`config.mk`:
```
export PLATFORM = sky130hd
export DESIGN_NAME = spi_regmaster
export DESIGN_NICKNAME = d
export VERILOG_FILES = /design/src/rtl/spi_rm_pkg.sv /design/src/rtl/spi_rm_fifo.sv /design/src/rtl/spi_rm_engine.sv /design/src/rtl/spi_regmaster.sv
export SDC_FILE = /design/constraint.sdc
export NUM_CORES = 1
export LEC_CHECK = 0
export BUFFER_PORTS_ARGS = -buffer_cell sky130_fd_sc_hd__buf_2
export CORE_ASPECT_RATIO = 0.8
export CORE_MARGIN = 5
export CORE_UTILIZATION = 64
export CTS_BUF_LIST = sky130_fd_sc_hd__clkbuf_4 sky130_fd_sc_hd__clkbuf_8
export CTS_CLUSTER_DIAMETER = 200
export DETAILED_ROUTE_END_ITERATION = 7
export PLACE_DENSITY = 0.84
export SYNTH_ARGS = -nofsm -noshare
export SYNTH_HDL_FRONTEND = slang
export SYNTH_SLANG_ARGS = --single-unit
```
`constraint.sdc`:
```
create_clock -name clk -period 9.4 [get_ports clk]
set_input_delay 0.47 -clock clk [delete_from_list [all_inputs] [get_ports clk]]
set_output_delay 0.47 -clock clk [all_outputs]
set_load 0.02 [all_outputs]
```
`src/rtl/spi_rm_pkg.sv`:
```
package spi_rm_pkg;
  localparam logic [2:0] ADDR_CMD  = 3'd0;
  localparam logic [2:0] ADDR_XST  = 3'd1;
  localparam logic [2:0] ADDR_FST  = 3'd2;
  localparam logic [2:0] ADDR_TXD  = 3'd3;
  localparam logic [2:0] ADDR_RXD  = 3'd4;

  localparam int B_GO      = 31;
  localparam int B_CPOL    = 29;
  localparam int B_CPHA    = 28;
  localparam int B_SWCS    = 21;
  localparam int B_CSLVL   = 20;
  localparam int B_LSB     = 16;
  localparam int B_RXEN    = 12;
  localparam int B_TXEN    = 11;
  localparam int B_READY   = 30;

  localparam logic [31:0] CMD_WMASK = 32'h7C31_981F;

  typedef struct packed {
    logic [4:0] len;
    logic       cpol;
    logic       cpha;
    logic       lsb;
    logic       rx_en;
  } xfer_cfg_t;
endpackage

```
`src/rtl/spi_rm_fifo.sv`:
```
module spi_rm_fifo #(
  parameter int WIDTH = 32,
  parameter int DEPTH = 4
) (
  input  logic             clk,
  input  logic             rst_n,
  input  logic             push,
  input  logic             pop,
  input  logic [WIDTH-1:0] din,
  output logic [WIDTH-1:0] head,
  output logic             empty,
  output logic             full
);
  localparam int AW = (DEPTH > 1) ? $clog2(DEPTH) : 1;

  logic [WIDTH-1:0] mem [DEPTH];
  logic [AW:0]      wr_q, wr_d, rd_q, rd_d;

  assign empty = (wr_q == rd_q);
  assign full  = (wr_q[AW] != rd_q[AW]) && (wr_q[AW-1:0] == rd_q[AW-1:0]);
  assign head  = mem[rd_q[AW-1:0]];

  always_comb begin
    wr_d = wr_q;
    rd_d = rd_q;
    if (push) wr_d = wr_q + 1'b1;
    if (pop)  rd_d = rd_q + 1'b1;
  end

  always_ff @(posedge clk or negedge rst_n) begin
    if (!rst_n) begin
      wr_q <= '0;
      rd_q <= '0;
    end else begin
      wr_q <= wr_d;
      rd_q <= rd_d;
    end
  end

  always_ff @(posedge clk) begin
    if (push) mem[wr_q[AW-1:0]] <= din;
  end
endmodule

```
`src/rtl/spi_rm_engine.sv`:
```
module spi_rm_engine
  import spi_rm_pkg::*;
#(
  parameter int CLK_DIV = 4
) (
  input  logic        clk,
  input  logic        rst_n,
  input  logic        start,
  input  xfer_cfg_t   cfg,
  input  logic [31:0] tx_word,
  input  logic        miso,
  output logic        busy,
  output logic        sclk,
  output logic        mosi,
  output logic        done,
  output logic        done_rx,
  output logic [31:0] rx_word
);
  localparam int HALF = CLK_DIV / 2;
  localparam int CW   = (HALF > 1) ? $clog2(HALF) : 1;
  localparam logic [CW-1:0] DIV_LAST = CW'(HALF - 1);

  logic            busy_q, busy_d, sclk_q, sclk_d, mosi_q, mosi_d, done_q, done_d;
  logic [CW-1:0]   div_q, div_d;
  logic [5:0]      half_q, half_d;
  logic [31:0]     tx_q, tx_d, rx_q, rx_d, rxw_q, rxw_d, tx_align, tx_next;
  xfer_cfg_t       cfg_q, cfg_d;

  always_comb begin
    busy_d = busy_q; sclk_d = sclk_q; mosi_d = mosi_q; done_d = 1'b0;
    div_d  = div_q;  half_d = half_q; tx_d = tx_q; rx_d = rx_q;
    rxw_d  = rxw_q;  cfg_d  = cfg_q;
    tx_align = cfg.lsb ? tx_word : (tx_word << (5'd31 - cfg.len));
    tx_next  = cfg_q.lsb ? (tx_q >> 1) : (tx_q << 1);
    if (start && !busy_q) begin
      busy_d = 1'b1;
      cfg_d  = cfg;
      div_d  = '0;
      half_d = '0;
      tx_d   = tx_align;
      mosi_d = cfg.lsb ? tx_align[0] : tx_align[31];
      rx_d   = '0;
      sclk_d = cfg.cpol ^ cfg.cpha;
    end else if (busy_q) begin
      if (div_q == DIV_LAST) begin
        div_d = '0;
        if (half_q == {cfg_q.len, 1'b1}) begin
          busy_d = 1'b0;
          done_d = 1'b1;
          mosi_d = 1'b0;
          sclk_d = cfg_q.cpol;
          rxw_d  = cfg_q.lsb ? (rx_q >> (5'd31 - cfg_q.len)) : rx_q;
        end else begin
          half_d = half_q + 6'd1;
          sclk_d = cfg_q.cpol ^ cfg_q.cpha ^ ~half_q[0];
          if (!half_q[0]) begin
            rx_d = cfg_q.lsb ? {miso, rx_q[31:1]} : {rx_q[30:0], miso};
          end else begin
            tx_d   = tx_next;
            mosi_d = cfg_q.lsb ? tx_next[0] : tx_next[31];
          end
        end
      end else begin
        div_d = div_q + 1'b1;
      end
    end
  end

  always_ff @(posedge clk or negedge rst_n) begin
    if (!rst_n) begin
      busy_q <= 1'b0; sclk_q <= 1'b0; mosi_q <= 1'b0; done_q <= 1'b0;
      div_q  <= '0;   half_q <= '0;   tx_q   <= '0;   rx_q   <= '0;
      rxw_q  <= '0;   cfg_q  <= '0;
    end else begin
      busy_q <= busy_d; sclk_q <= sclk_d; mosi_q <= mosi_d; done_q <= done_d;
      div_q  <= div_d;  half_q <= half_d; tx_q   <= tx_d;   rx_q   <= rx_d;
      rxw_q  <= rxw_d;  cfg_q  <= cfg_d;
    end
  end

  assign busy    = busy_q;
  assign sclk    = sclk_q;
  assign mosi    = mosi_q;
  assign done    = done_q;
  assign done_rx = done_q && cfg_q.rx_en;
  assign rx_word = rxw_q;
endmodule

```
`src/rtl/spi_regmaster.sv`:
```
module spi_regmaster
  import spi_rm_pkg::*;
#(
  parameter int CLK_DIV    = 4,
  parameter int FIFO_DEPTH = 4
) (
  input  logic        clk,
  input  logic        rst_n,
  input  logic        bus_wr,
  input  logic        bus_rd,
  input  logic [2:0]  bus_addr,
  input  logic [31:0] bus_wdata,
  output logic [31:0] bus_rdata,
  output logic        spi_sclk,
  output logic        spi_mosi,
  input  logic        spi_miso,
  output logic [3:0]  spi_cs_n
);
  localparam int NUM_CS = 4;

  logic [1:0]  rst_pipe;
  logic        rst_q_n;
  logic [31:0] cmd_q, cmd_d;
  logic        ready_q, ready_d;
  logic [3:0]  flag_q, flag_d, flag_set, flag_clr;
  logic        go_req, start, tx_wr, tx_push, tx_pop, rx_rd, rx_pop, rx_push;
  logic        tx_empty, tx_full, rx_empty, rx_full;
  logic [31:0] tx_head, rx_head, tx_word, rx_word;
  logic        eng_busy, eng_sclk, eng_done, eng_done_rx, cs_active;
  xfer_cfg_t   start_cfg;

  always_ff @(posedge clk or negedge rst_n) begin
    if (!rst_n) rst_pipe <= 2'b00;
    else        rst_pipe <= {rst_pipe[0], 1'b1};
  end
  assign rst_q_n = rst_pipe[1];

  assign go_req  = bus_wr && (bus_addr == ADDR_CMD) && bus_wdata[B_GO];
  assign start   = go_req && !eng_busy;
  assign tx_wr   = bus_wr && (bus_addr == ADDR_TXD);
  assign tx_push = tx_wr && !tx_full;
  assign tx_pop  = start && bus_wdata[B_TXEN] && !tx_empty;
  assign rx_rd   = bus_rd && (bus_addr == ADDR_RXD);
  assign rx_pop  = rx_rd && !rx_empty;
  assign rx_push = eng_done_rx && !rx_full;
  assign tx_word = tx_pop ? tx_head : 32'd0;

  assign start_cfg.len   = bus_wdata[4:0];
  assign start_cfg.cpol  = bus_wdata[B_CPOL];
  assign start_cfg.cpha  = bus_wdata[B_CPHA];
  assign start_cfg.lsb   = bus_wdata[B_LSB];
  assign start_cfg.rx_en = bus_wdata[B_RXEN];

  // flag order {tx_ovf, tx_unr, rx_ovf, rx_unr} = FIFO status bits 7:4
  always_comb begin
    flag_set = {tx_wr && tx_full,
                start && bus_wdata[B_TXEN] && tx_empty,
                eng_done_rx && rx_full,
                rx_rd && rx_empty};
    flag_clr = (bus_wr && (bus_addr == ADDR_FST)) ? bus_wdata[7:4] : 4'd0;
    flag_d   = (flag_q & ~flag_clr) | flag_set;
    ready_d  = eng_done ||
               (ready_q && !(bus_wr && (bus_addr == ADDR_XST) && bus_wdata[B_READY]));
    cmd_d    = cmd_q;
    if (bus_wr && (bus_addr == ADDR_CMD)) cmd_d = bus_wdata & CMD_WMASK;
  end

  always_ff @(posedge clk or negedge rst_q_n) begin
    if (!rst_q_n) begin
      cmd_q   <= '0;
      ready_q <= 1'b0;
      flag_q  <= '0;
    end else begin
      cmd_q   <= cmd_d;
      ready_q <= ready_d;
      flag_q  <= flag_d;
    end
  end

  spi_rm_fifo #(.WIDTH(32), .DEPTH(FIFO_DEPTH)) u_txf (
    .clk(clk), .rst_n(rst_q_n), .push(tx_push), .pop(tx_pop), .din(bus_wdata),
    .head(tx_head), .empty(tx_empty), .full(tx_full));

  spi_rm_fifo #(.WIDTH(32), .DEPTH(FIFO_DEPTH)) u_rxf (
    .clk(clk), .rst_n(rst_q_n), .push(rx_push), .pop(rx_pop), .din(rx_word),
    .head(rx_head), .empty(rx_empty), .full(rx_full));

  spi_rm_engine #(.CLK_DIV(CLK_DIV)) u_eng (
    .clk(clk), .rst_n(rst_q_n), .start(start), .cfg(start_cfg), .tx_word(tx_word),
    .miso(spi_miso), .busy(eng_busy), .sclk(eng_sclk), .mosi(spi_mosi),
    .done(eng_done), .done_rx(eng_done_rx), .rx_word(rx_word));

  assign spi_sclk  = eng_busy ? eng_sclk : cmd_q[B_CPOL];
  assign cs_active = cmd_q[B_SWCS] ? !cmd_q[B_CSLVL] : eng_busy;

  for (genvar i = 0; i < NUM_CS; i++) begin : g_cs
    assign spi_cs_n[i] = !(cs_active && (cmd_q[27:26] == 2'(i)));
  end

  always_comb begin
    case (bus_addr)
      ADDR_CMD: bus_rdata = cmd_q;
      ADDR_XST: bus_rdata = {1'b0, ready_q, 30'd0};
      ADDR_FST: bus_rdata = {23'd0, |flag_q, flag_q, tx_full, tx_empty, rx_full, rx_empty};
      ADDR_RXD: bus_rdata = rx_empty ? 32'd0 : rx_head;
      default:  bus_rdata = 32'd0;
    endcase
  end
endmodule

```
==> metrics.yaml, run 1 <==
synth-seq-area-share: 0.545
routed-via-count: 15100
synth_seq_cells: 407
async_reset_ff_frac: 0.371
antenna_cells_inserted: 0
storage_cell_area_um2: 11500
timing.critical_path.buf_inv: 1
cts.htree.levels: 2
met3_wirelength_um: 6870
cts_hold_repair.buffers: 5
netlist-cell-type-count: 67
multi_input_area_um2: 8980
place.detailed.hpwl_um: 40600
met1Wirelength_um: 24800
cts_max_path_buffers: 3
met2_length_um: 25200
cellPowerDensity_nw_per_um2: 309
result_of_the_run: "completed"
worst_slew_margin_rel: 0.259
floorplan.initialDensity: 0.648
timing.reg2reg.worst_path_depth: 8
area_growth_pct: 9.67
worstHoldPathCells: 1
detail-route-antenna-nets: 0
max_clock_freq_ghz: 0.229
worstSetupEndpointType: "register"
die_w_um: 213
crit_chain: "buf_4 -> xnor2_1 -> nand3_1 -> and2_1 -> nand2_1 -> nor2_1 -> a221oi_1 -> a22oi_1"
worst_path_setup_slack_after_routing_ps: 5040
finalCritPeriodShare: 0.464
drtPass1Iterations: 6
synth.net_count: 1753
dr.max_layer_used: "met4"
grt_max_degree: 79
io_buffers: 77
cell_family_contributing_the_most_delay_on_the_critical_path: "simple AND/OR/NAND/NOR gates"
floorplan.die_area_um2: 36600
worst_path_clk_slew_ps: 70
clock_network_latency_to_the_later_pin_of_the_worst_skew_pair_ps: 670
fillCellCount: 2245
mostFrequentLayoutCells: "256 x sky130_fd_sc_hd__edfxtp_1, 156 x sky130_fd_sc_hd__nor2_1, 155 x sky130_fd_sc_hd__nand2_1"
wl_um: 58500
pre_cts_slack_ps: 4780
grt_first_pass_wirelength_um: 88500
cts_tree: "done"
final-max-slew-violation-count: 0
leakagePower_nw: 8.61
critical_path_required_ps: 9970
drt-vias-per-instance: 6.80
numCtsBuffers: 60
synth_cells: 1702
worst_setup_slack_for_register_to_register_paths_ps: 5040
crit_fanout: 59
critical-path-slowest-cell: "sky130_fd_sc_hd__dfrtp_4"
fin_hold_ws_ps: 38.2
via_count_of_the_first_global_routing_pass: 14500
detailedRoute.firstIterationViolations: 2132
totalNegativeSetupSlack_ps: 0
holdPathEnd: "u_txf.mem[2][25]$_DFFE_PP_"
rsz0062_at_grt: "false"
synth_ff_type: "sky130_fd_sc_hd__edfxtp_1"
hold_class: "in2reg"
worst_ir_drop_vdd_mv: 0.160
routed_wl_per_cell_um: 26.2
max_cap_violations: 0
die_h_um: 172
grt_antenna_before_repair: 0
gp_congestion: 0.963
placement_rows: 59
worst_endpoint_data_arrival_time_ps: 4940
worstMarginPinSlew_ps: 1110
all_layer_global_routing_usage: 0.320
min-delay-start: "bus_wdata[25]"
clockRootBuffer: "sky130_fd_sc_hd__clkbuf_8"
finalPower_mw: 7.13
regToRegEndpoint: "u_eng.tx_q[25]$_DFFE_PN0P_"
cts_resized: 0
count_of_flip_flops_with_a_built_in_enable_after_synthesis: 256
tritoncts_num_sinks: 407
skew_ps: 50.9
final.min_clock_period_ps: 4360
timing_hold_violations_final: 0
biggest_cell_delay_along_the_critical_path_ps: 980
layout.cells.most_common: "sky130_fd_sc_hd__edfxtp_1"
post-cts-setup-buffer-count: 0
finish.net_count: 1800
final_layout_size_suffix_gt1_frac: 0.217
worst-setup-path-type: "reg2reg"
yosysWarningCount: 0
grt_overflow_total: 0
coreArea_um2: 32500
drc: 0
finalSetupViolCount: 0
syn-cell-area_um2: 21000
design.portCount: 78
cp-start-kind: "register"
worst_r2r_startpoint: "u_txf.rd_q[1]$_DFFE_PN0P_"
average_footprint_of_a_synthesized_cell_um2: 12.4
==> how the worst max path moves through the flow <==
stage	from	cells past startpoint	to	slack, ps
floorplan	rst_pipe[1]$_DFF_PN0_	0	cmd_q[0]$_DFFE_PN0N_	4880
global route	u_txf.rd_q[1]$_DFFE_PN0P_	8	u_eng.tx_q[25]$_DFFE_PN0P_	4780
global placement	bus_addr[0]	9	u_eng.tx_q[25]$_DFFE_PN0P_	4920
finish	u_txf.rd_q[1]$_DFFE_PN0P_	8	u_eng.tx_q[25]$_DFFE_PN0P_	5040
detailed placement	bus_addr[0]	9	u_eng.tx_q[25]$_DFFE_PN0P_	4780
CTS	u_txf.rd_q[1]$_DFFE_PN0P_	8	u_eng.tx_q[25]$_DFFE_PN0P_	5140
==> per-layer routing <==
metal  GRT usage  vias to the layer above
met3      0.0887                      108
met1       0.497                     7594
met2       0.447                      861
met4      0.0921                        0
li1            -                     6582
met5           0                        -
==> layout make-up <==
type | instances | share of cell area
clock inverters | 18 | 0.00802
inverters | 20 | 0.00325
well taps | 427 | 0.0232
multi-input cells | 1149 | 0.389
repair buffers | 111 | 0.0283
flip-flops and latches | 407 | 0.498
clock buffers | 96 | 0.0505
==> metrics by stage <==
| step | area [um^2] | instances | util |
|---|---|---|---|
| global placement | 21700 | 2109 | 0.667 |
| detailed placement | 21700 | 2109 | 0.667 |
| CTS | 23100 | 2228 | 0.710 |
| global route | 23100 | 2228 | 0.710 |
| finish | 23100 | 2228 | 0.710 |
| floorplan | 21000 | 1702 | - |
==> worst register-to-register path: cells and delay by family, from the launching register on <==
| family | cells | cell delay, ps |
|---|---|---|
| compound gates | 2 | 450 |
| buf+inv | 1 | 580 |
| xor+xnor | 1 | 170 |
| simple gates | 4 | 2100 |
| flops | 1 | 980 |
==> registers in the layout (all words and copies together) (netlist names) <==
name,count
u_eng.sclk,1
u_eng.rx_word,32
u_eng.mosi,1
u_txf.rd_q,3
u_eng.tx_q,32
flag_q,4
u_eng.div_q,1
u_rxf.mem,128
u_eng.busy,1
u_eng.done,1
u_eng.cfg_q,9
u_rxf.wr_q,3
cmd_q,16
ready_q,1
u_eng.rx_q,32
u_rxf.rd_q,3
u_txf.wr_q,3
rst_pipe,2
u_txf.mem,128
u_eng.half_q,6
==> synth_stat cells (14+ instances only) <==
cell                       count  area share
sky130_fd_sc_hd__nor2_1      158       0.028
sky130_fd_sc_hd__o211ai_1     20      0.0071
sky130_fd_sc_hd__a31oi_1      19      0.0056
sky130_fd_sc_hd__o22ai_1      15      0.0045
sky130_fd_sc_hd__mux4_2       88       0.094
sky130_fd_sc_hd__and2_1       26      0.0077
sky130_fd_sc_hd__mux2i_1     143       0.068
sky130_fd_sc_hd__o21ai_0      80       0.019
sky130_fd_sc_hd__a21oi_1      86       0.020
sky130_fd_sc_hd__mux2_2       70       0.037
sky130_fd_sc_hd__nand2_1     156       0.028
sky130_fd_sc_hd__buf_1        20      0.0036
sky130_fd_sc_hd__a22oi_1      14      0.0050
sky130_fd_sc_hd__nor3_1       18      0.0043
sky130_fd_sc_hd__edfxtp_1    256        0.37
sky130_fd_sc_hd__inv_1        19      0.0034
sky130_fd_sc_hd__dfrtp_1     151        0.18
sky130_fd_sc_hd__xnor2_1      14      0.0058
sky130_fd_sc_hd__nor2b_1      23      0.0068
sky130_fd_sc_hd__a22o_1       18      0.0075
sky130_fd_sc_hd__clkbuf_1     86       0.015
sky130_fd_sc_hd__a211oi_1     51       0.018
==> cell families after synthesis <==
group	count (synthesis)	share of synthesized area
flops	407	0.545
buf+inv	146	0.0294
fa+ha+maj	11	0.00654
other cells	1	0.000178
xor+xnor	26	0.0108
compound gates	371	0.116
simple gates	439	0.0923
mux	301	0.200
==> power breakdown <==
part           leakage, nW  switching, mW  internal, mW
combinational         3.81           1.61          1.23
clock                0.709          0.700         0.875
sequential            4.09          0.468          2.25
total                 8.61           2.78          4.35
Power figures use the tool's default switching activity.
==> inputs of run 2 (changes only) <==
ABC_AREA = 1   (was not set)
CORE_UTILIZATION = 58   (was 64)
PLACE_DENSITY = 0.8   (was 0.84)
clock period = 3.85 ns   (was 9.4 ns; I/O delays follow)
==> run 2 against run 1 <==
Clock power rose by 130%. Flip-flop and latch count unchanged. Design area is 0.37% higher. Synthesized cell count is 39% higher. Die area up 8.6%. Critical path type is now reg2out. Largest cell class unchanged.
==> metrics.yaml, run 2 <==
result_of_the_run: "completed"  # unchanged
floorplan.die_area_um2: 39800  # was 36600 um^2
grt_overflow_total: 0  # unchanged
ys_top_cells_by_area: "sky130_fd_sc_hd__edfxtp_1 37%, sky130_fd_sc_hd__dfrtp_1 18%, sky130_fd_sc_hd__nand2_1 9.8%"  # was sky130_fd_sc_hd__edfxtp_1 37%, sky130_fd_sc_hd__dfrtp_1 18%, sky130_fd_sc_hd__mux4_2 9.4%
routed-via-count: 18000  # was 15100
cts.htree.levels: 2  # unchanged
finalSetupViolCount: 0  # unchanged
layout.cells.non_filler: 2953  # was 2228
via_count_of_the_first_global_routing_pass: 16500  # was 14500
die_h_um: 179  # was 172 um
layout.cells.most_common: "sky130_fd_sc_hd__nand2_1"  # was sky130_fd_sc_hd__edfxtp_1
worstSetupEndpointType: "primary output"  # was register
tritoncts_num_sinks: 407  # unchanged
critical-path-slowest-cell: "sky130_fd_sc_hd__dfrtp_2"  # was sky130_fd_sc_hd__dfrtp_4
pre_cts_slack_ps: 958  # was 4780 ps
async_reset_ff_frac: 0.371  # unchanged
grt_antenna_before_repair: 0  # unchanged
detailedRoute.firstIterationViolations: 2882  # was 2132
yosysWarningCount: 0  # unchanged
synth_ff_type: "sky130_fd_sc_hd__edfxtp_1"  # unchanged
worst_endpoint_data_arrival_time_ps: 3250  # was 4940 ps
synth.largest_area_cell: "sky130_fd_sc_hd__edfxtp_1"  # unchanged
netlist-cell-type-count: 53  # was 67
drt-vias-per-instance: 6.08  # was 6.80
cp_common_cell: "sky130_fd_sc_hd__nand2_1"
clockRootBuffer: "sky130_fd_sc_hd__clkbuf_8"  # unchanged
totalNegativeSetupSlack_ps: 0  # unchanged
worstMarginPinSlew_ps: 1100  # was 1110 ps
clock_network_latency_to_the_later_pin_of_the_worst_skew_pair_ps: 660  # was 670 ps
design.portCount: 78  # unchanged
floorplan.initialDensity: 0.583  # was 0.648
final_layout_size_suffix_gt1_frac: 0.106  # was 0.217
syn-cell-area_um2: 20800  # was 21000 um^2
dp.cells: 2805  # was 2109
final.min_clock_period_ps: 3440
biggest_cell_delay_along_the_critical_path_ps: 740  # was 980 ps
all_layer_global_routing_usage: 0.295  # was 0.320
drtPass1Iterations: 6  # unchanged
critical_path_required_ps: 3660  # was 9970 ps
worst_slew_margin_rel: 0.265  # was 0.259
worst_ir_drop_vdd_mv: 0.289  # was 0.160 mV
yosys.area.top_type_share: 0.370  # was 0.365
synth_seq_cells: 407  # unchanged
crit_fanout: 30  # was 59
gp_congestion: 0.973  # was 0.963
finish.net_count: 2475  # was 1800
leakagePower_nw: 9.41  # was 8.61 nW
finalPower_mw: 13.4  # was 7.13 mW
max_clock_freq_ghz: 0.291
grt_first_pass_wirelength_um: 93600  # was 88500 um
finalCritPeriodShare: 0.893
worst-setup-path-type: "reg2out"  # was reg2reg
io_buffers: 77  # unchanged
rsz0062_at_grt: "false"  # unchanged
final-max-slew-violation-count: 0  # unchanged
cell_family_contributing_the_most_delay_on_the_critical_path: "flip-flops"  # was simple AND/OR/NAND/NOR gates
routed_wl_per_cell_um: 20.4  # was 26.2 um
numCtsBuffers: 61  # was 60
crit_chain: "xnor2_1 -> nand2_1 -> nor2_1 -> inv_1 -> nand2_1 -> a221o_1 -> o211ai_1 -> buf_2"  # was buf_4 -> xnor2_1 -> nand3_1 -> and2_1 -> nand2_1 -> nor2_1 -> a221oi_1 -> a22oi_1
cts_max_path_buffers: 3  # unchanged
mostFrequentLayoutCells: "544 x sky130_fd_sc_hd__nand2_1, 271 x sky130_fd_sc_hd__nor2_1, 256 x sky130_fd_sc_hd__edfxtp_1"  # was 256 x sky130_fd_sc_hd__edfxtp_1, 156 x sky130_fd_sc_hd__nor2_1, 155 x sky130_fd_sc_hd__nand2_1
average_footprint_of_a_synthesized_cell_um2: 8.82  # was 12.4 um^2
synth_most_common_cell: "sky130_fd_sc_hd__nand2_1"  # was sky130_fd_sc_hd__edfxtp_1
timing_hold_violations_final: 0  # unchanged
die_w_um: 222  # was 213 um
timing.critical_path.buf_inv: 2  # was 1
final_util: 0.649  # was 0.710
cts_resized: 0  # unchanged
grt_max_degree: 67  # was 79
worst_path_clk_slew_ps: 70  # about the same
skew_ps: 37.5  # was 50.9 ps
wl_um: 60300  # was 58500 um
drc: 0  # unchanged
detail-route-antenna-nets: 0  # unchanged
cellPowerDensity_nw_per_um2: 578  # was 309 nW/um^2
cp-start-kind: "register"  # unchanged
worst_path_setup_slack_after_routing_ps: 411  # was 5040 ps
synth_cells: 2358  # was 1702
hold_class: "in2reg"  # unchanged
antenna_cells_inserted: 0  # unchanged
area_growth_pct: 11.3  # was 9.67%
count_of_flip_flops_with_a_built_in_enable_after_synthesis: 256  # unchanged
synth.net_count: 2409  # was 1753
coreArea_um2: 35700  # was 32500 um^2
synth-seq-area-share: 0.551  # was 0.545
max_cap_violations: 0  # unchanged
placement_rows: 62  # was 59
cts_tree: "done"  # unchanged
synth_common_cells: "544 x sky130_fd_sc_hd__nand2_1, 281 x sky130_fd_sc_hd__nor2_1, 256 x sky130_fd_sc_hd__edfxtp_1"  # was 256 x sky130_fd_sc_hd__edfxtp_1, 158 x sky130_fd_sc_hd__nor2_1, 156 x sky130_fd_sc_hd__nand2_1
place.detailed.hpwl_um: 39900  # was 40600 um
## run 2: changes by cell type after synthesis, moves of 88 or more
cell and delta:
sky130_fd_sc_hd__nand2_1 +388, sky130_fd_sc_hd__nand3_1 +188, sky130_fd_sc_hd__inv_1 +130, sky130_fd_sc_hd__nor2_1 +123, sky130_fd_sc_hd__mux2i_1 -120, sky130_fd_sc_hd__o21ai_0 +117, sky130_fd_sc_hd__mux4_2 -88
## run 2: layer usage
layer,vias to the layer above,share of wire,GRT usage
met2,1100,0.42,0.424
met1,8478,0.44,0.462
met4,0,0.020,0.0685
li1,8287,-,-
met3,102,0.12,0.0660
met5,-,0,0
## run 2: what timing repair did
item,CTS,global route
hold buffers,36,0
endpoints found under the hold margin,134,0
buffers inserted,0,0
## run 2: power breakdown
group / internal [mW] / leakage, nW / total, mW / switching, mW
Combinational: 1.18 / 4.56 / 3.74 / 2.56
Sequential: 5.37 / 4.19 / 5.99 / 0.620
Clock: 1.96 / 0.661 / 3.65 / 1.69
Total: 8.51 / 9.41 / 13.4 / 4.87
## run 2: layout make-up
class / instances / area (um^2)
inverter: 160 / 601
clock inverter: 33 / 264
tap: 480 / 601
timing repair buffer: 164 / 1140
multi-input combinational: 1630 / 8090
clock buffer: 79 / 993
fill: 2787 / 12500
sequential: 407 / 11500
## run 2: stage by stage
step / cell area, um^2 / hold WS (ps)
floorplan: 20800 / -103
global placement: 21500 / -19.3
detailed placement: 21500 / -16.7
CTS: 23200 / 86.2
global route: 23200 / 85.8
finish: 23200 / 136
## run 2: worst paths after layout
path	from	endpoint	slack [ps]	depth (start not counted)
worst max-delay path	u_rxf.rd_q[0]$_DFFE_PN0P_	bus_rdata[2]	410	8
worst min-delay path	bus_wdata[16]	cmd_q[16]$_DFFE_PN0N_	140	3
worst max register to register	u_eng.cfg_q[4]$_DFFE_PN0P_	u_eng.tx_q[8]$_DFFE_PN0P_	770	12
worst min register to register	rst_pipe[0]$_DFF_PN0_	rst_pipe[1]$_DFF_PN0_	350	0
max in group asynchronous	rst_pipe[1]$_DFF_PN0_	u_rxf.rd_q[1]$_DFFE_PN0P_	2450	1
min in group asynchronous	rst_n	rst_pipe[1]$_DFF_PN0_	400	3
## run 2: cells by family (layout without fill, tap and decap cells)
kind of cell / count (synthesis) / count (layout) / share of synthesized area
flops: 407 / 407 / 0.551
fa+ha+maj: 11 / 11 / 0.00662
other cells: 1 / 1 / 0.000180
buf+inv: 321 / 436 / 0.0627
xor+xnor: 13 / 13 / 0.00547
compound gates: 460 / 460 / 0.135
simple gates: 1121 / 1121 / 0.227
mux: 24 / 24 / 0.0116
## run 2: worst min-delay path, stage by stage
cell and delay (ps):
sky130_fd_sc_hd__buf_2 110, sky130_fd_sc_hd__inv_1 220, sky130_fd_sc_hd__o21ai_0 230
==> inputs of run 3 (changes only) <==
--- a/constraint.sdc
+++ b/constraint.sdc
@@ -3,2 +3,2 @@
 set_output_delay 0.1925 -clock clk [all_outputs]
-set_load 0.02 [all_outputs]
+set_load 0.1 [all_outputs]
==> run 3 against run 2 <==
Non-clock buffer count is 1 higher. Register-to-register slack hardly changed. Largest cell class unchanged. Clock power is 3% higher. Total power is 4.0% higher. Sequential power is 0.8% lower. Sequential share of layout area is 0.17 points lower. Combinational power is 13% higher. First-iteration DRC count is 4.1% lower. Flip-flop and latch count stayed put. Hold slack worse by 0.68 ps. Utilization is 0.22 points higher.
==> metrics.yaml, run 3 (synthesis results as in run 2) <==
result_of_the_run: "completed"  # unchanged
cts.htree.levels: 2  # unchanged
cts_tree: "done"  # unchanged
layout.cells.most_common: "sky130_fd_sc_hd__nand2_1"  # unchanged
finish.net_count: 2475  # unchanged
routed-via-count: 18000  # about the same
clockRootBuffer: "sky130_fd_sc_hd__clkbuf_8"  # unchanged
totalNegativeSetupSlack_ps: 0  # unchanged
cts_max_path_buffers: 3  # unchanged
worst_slew_margin_rel: 0.276  # was 0.265
detail-route-antenna-nets: 0  # unchanged
numCtsBuffers: 60  # was 61
routed_wl_per_cell_um: 20.4  # about the same
wl_um: 60400  # was 60300 um
tritoncts_num_sinks: 407  # unchanged
drc: 0  # unchanged
netSwitchingFraction: 0.380  # was 0.364
combPwrFrac: 0.304  # was 0.279
worstMarginPinSlew_ps: 1080  # was 1100 ps
floorplan.die_area_um2: 39800  # unchanged
final.min_clock_period_ps: 3320  # was 3440 ps
antenna_cells_inserted: 0  # unchanged
post-cts-setup-buffer-count: 0  # unchanged
io_buffers: 77  # unchanged
clock_network_latency_to_the_later_pin_of_the_worst_skew_pair_ps: 640  # was 660 ps
leakagePower_nw: 9.45  # was 9.41 nW
worst-setup-path-type: "reg2out"  # unchanged
fillCellCount: 2815  # was 2787
seq_power_share: 0.427  # was 0.448
placement_rows: 62  # unchanged
worstSetupEndpointType: "primary output"  # unchanged
critical_path_required_ps: 3660  # about the same
worst_endpoint_data_arrival_time_ps: 3130  # was 3250 ps
cp-start-kind: "register"  # unchanged
floorplan.initialDensity: 0.583  # unchanged
p_sw_mw: 5.29  # was 4.87 mW
timing_hold_violations_final: 0  # unchanged
detailedRoute.firstIterationViolations: 2763  # was 2882
finalCritPeriodShare: 0.863  # was 0.893
finalSetupViolCount: 0  # unchanged
grt_max_degree: 77  # was 67
internal_power_mw: 8.62  # was 8.51 mW
worst_path_clk_slew_ps: 60  # was 70 ps
drtPass1Iterations: 6  # unchanged
grt_first_pass_wirelength_um: 93700  # was 93600 um
cellPowerDensity_nw_per_um2: 599  # was 578 nW/um^2
cts_resized: 0  # unchanged
all_layer_global_routing_usage: 0.296  # was 0.295
cts_hold_repair.buffers: 35  # was 36
clockPowerShare: 0.269  # was 0.273
grt_antenna_before_repair: 0  # unchanged
hold_class: "in2reg"  # unchanged
mostFrequentLayoutCells: "544 x sky130_fd_sc_hd__nand2_1, 271 x sky130_fd_sc_hd__nor2_1, 256 x sky130_fd_sc_hd__edfxtp_1"  # unchanged
final-max-slew-violation-count: 0  # unchanged
drt-vias-per-instance: 6.10  # was 6.08
crit_fanout: 32  # was 30
gp_congestion: 1.00  # was 0.973
worst_ir_drop_vdd_mv: 0.518  # was 0.289 mV
rsz0062_at_grt: "false"  # unchanged
area_growth_pct: 11.7  # was 11.3%
worst_r2r_startpoint: "u_txf.rd_q[0]$_DFFE_PN0P_"  # was u_eng.cfg_q[4]$_DFFE_PN0P_
skew_ps: 21.5  # was 37.5 ps
final_util: 0.651  # was 0.649
max_clock_freq_ghz: 0.301  # was 0.291 GHz
die_w_um: 222  # unchanged
design.portCount: 78  # unchanged
grt_overflow_total: 0  # unchanged
place.detailed.hpwl_um: 40000  # was 39900 um
max_cap_violations: 0  # unchanged
via_count_of_the_first_global_routing_pass: 16600  # was 16500
worstSetupStartpoint: "u_txf.rd_q[0]$_DFFE_PN0P_"  # was u_rxf.rd_q[0]$_DFFE_PN0P_
die_h_um: 179  # unchanged
coreArea_um2: 35700  # unchanged
final_layout_size_suffix_gt1_frac: 0.113  # was 0.106
min-delay-start: "bus_wdata[16]"  # unchanged
## run 3: changes by cell type in the layout (fill, tap and decap cells not counted), sizes merged
cell	previous run	this run
inv	157	158
clkinv	32	15
clkbuf	79	97
clkinvlp	0	1
dlygate4sd3	36	35
buf	128	130
bufinv	4	2
## run 3: final timing paths
check | end | slack [ps] | cells after the start
setup reg to reg | u_eng.tx_q[30]$_DFFE_PN0P_ | 770 | 13
setup / recovery | bus_rdata[2] | 530 | 8
min in group asynchronous | rst_pipe[1]$_DFF_PN0_ | 420 | 3
max in group asynchronous | u_rxf.rd_q[0]$_DFFE_PN0P_ | 2260 | 1
hold / removal | cmd_q[16]$_DFFE_PN0N_ | 140 | 3
hold reg to reg | rst_pipe[1]$_DFF_PN0_ | 360 | 0
## run 3: critical path, cell delays in order, from the launching register on
cell	delay (ps)
sky130_fd_sc_hd__dfrtp_2	540
sky130_fd_sc_hd__inv_2	390
sky130_fd_sc_hd__nand2_1	100
sky130_fd_sc_hd__nand2_1	100
sky130_fd_sc_hd__nand3_2	100
sky130_fd_sc_hd__buf_4	260
sky130_fd_sc_hd__buf_4	260
sky130_fd_sc_hd__o211ai_1	480
sky130_fd_sc_hd__buf_12	250
## run 3: through the flow
step	total power [mW]	hold WS, ps	instances	instance area (um^2)	setup WS (ps)
CTS	13.9	87.0	2955	23200	524
finish	13.9	136	2955	23200	527
floorplan	8.88	-103	2358	20800	213
detailed placement	10.1	-18.8	2807	21600	873
global route	14.6	96.7	2955	23200	404
global placement	9.96	-22.0	2807	21600	897
## run 3: power by group through the flow
stage	clock network [mW]	registers, mW	logic, mW
floorplan	0	5.84	3.05
global placement	0	5.97	3.99
detailed placement	0	6.01	4.10
CTS	3.78	5.93	4.15
global route	4.02	6.02	4.61
finish	3.75	5.94	4.23
## run 3: area by class of cell
| type | instances | area [um^2] | area share |
|---|---|---|---|
| Multi-Input combinational cell | 1630 | 8090 | 0.348 |
| Tap cell | 480 | 601 | 0.0258 |
| Timing Repair Buffer | 165 | 1160 | 0.0500 |
| Clock inverter | 16 | 149 | 0.00641 |
| Clock buffer | 97 | 1170 | 0.0502 |
| Inverter | 160 | 601 | 0.0258 |
| Sequential cell | 407 | 11500 | 0.494 |
## run 3: layer usage
layer	vias to the layer above	global-route usage	share of wire
met5	-	0	0
met4	0	0.0719	0.023
met3	115	0.0881	0.13
met2	1088	0.422	0.42
met1	8518	0.451	0.44
li1	8302	-	-
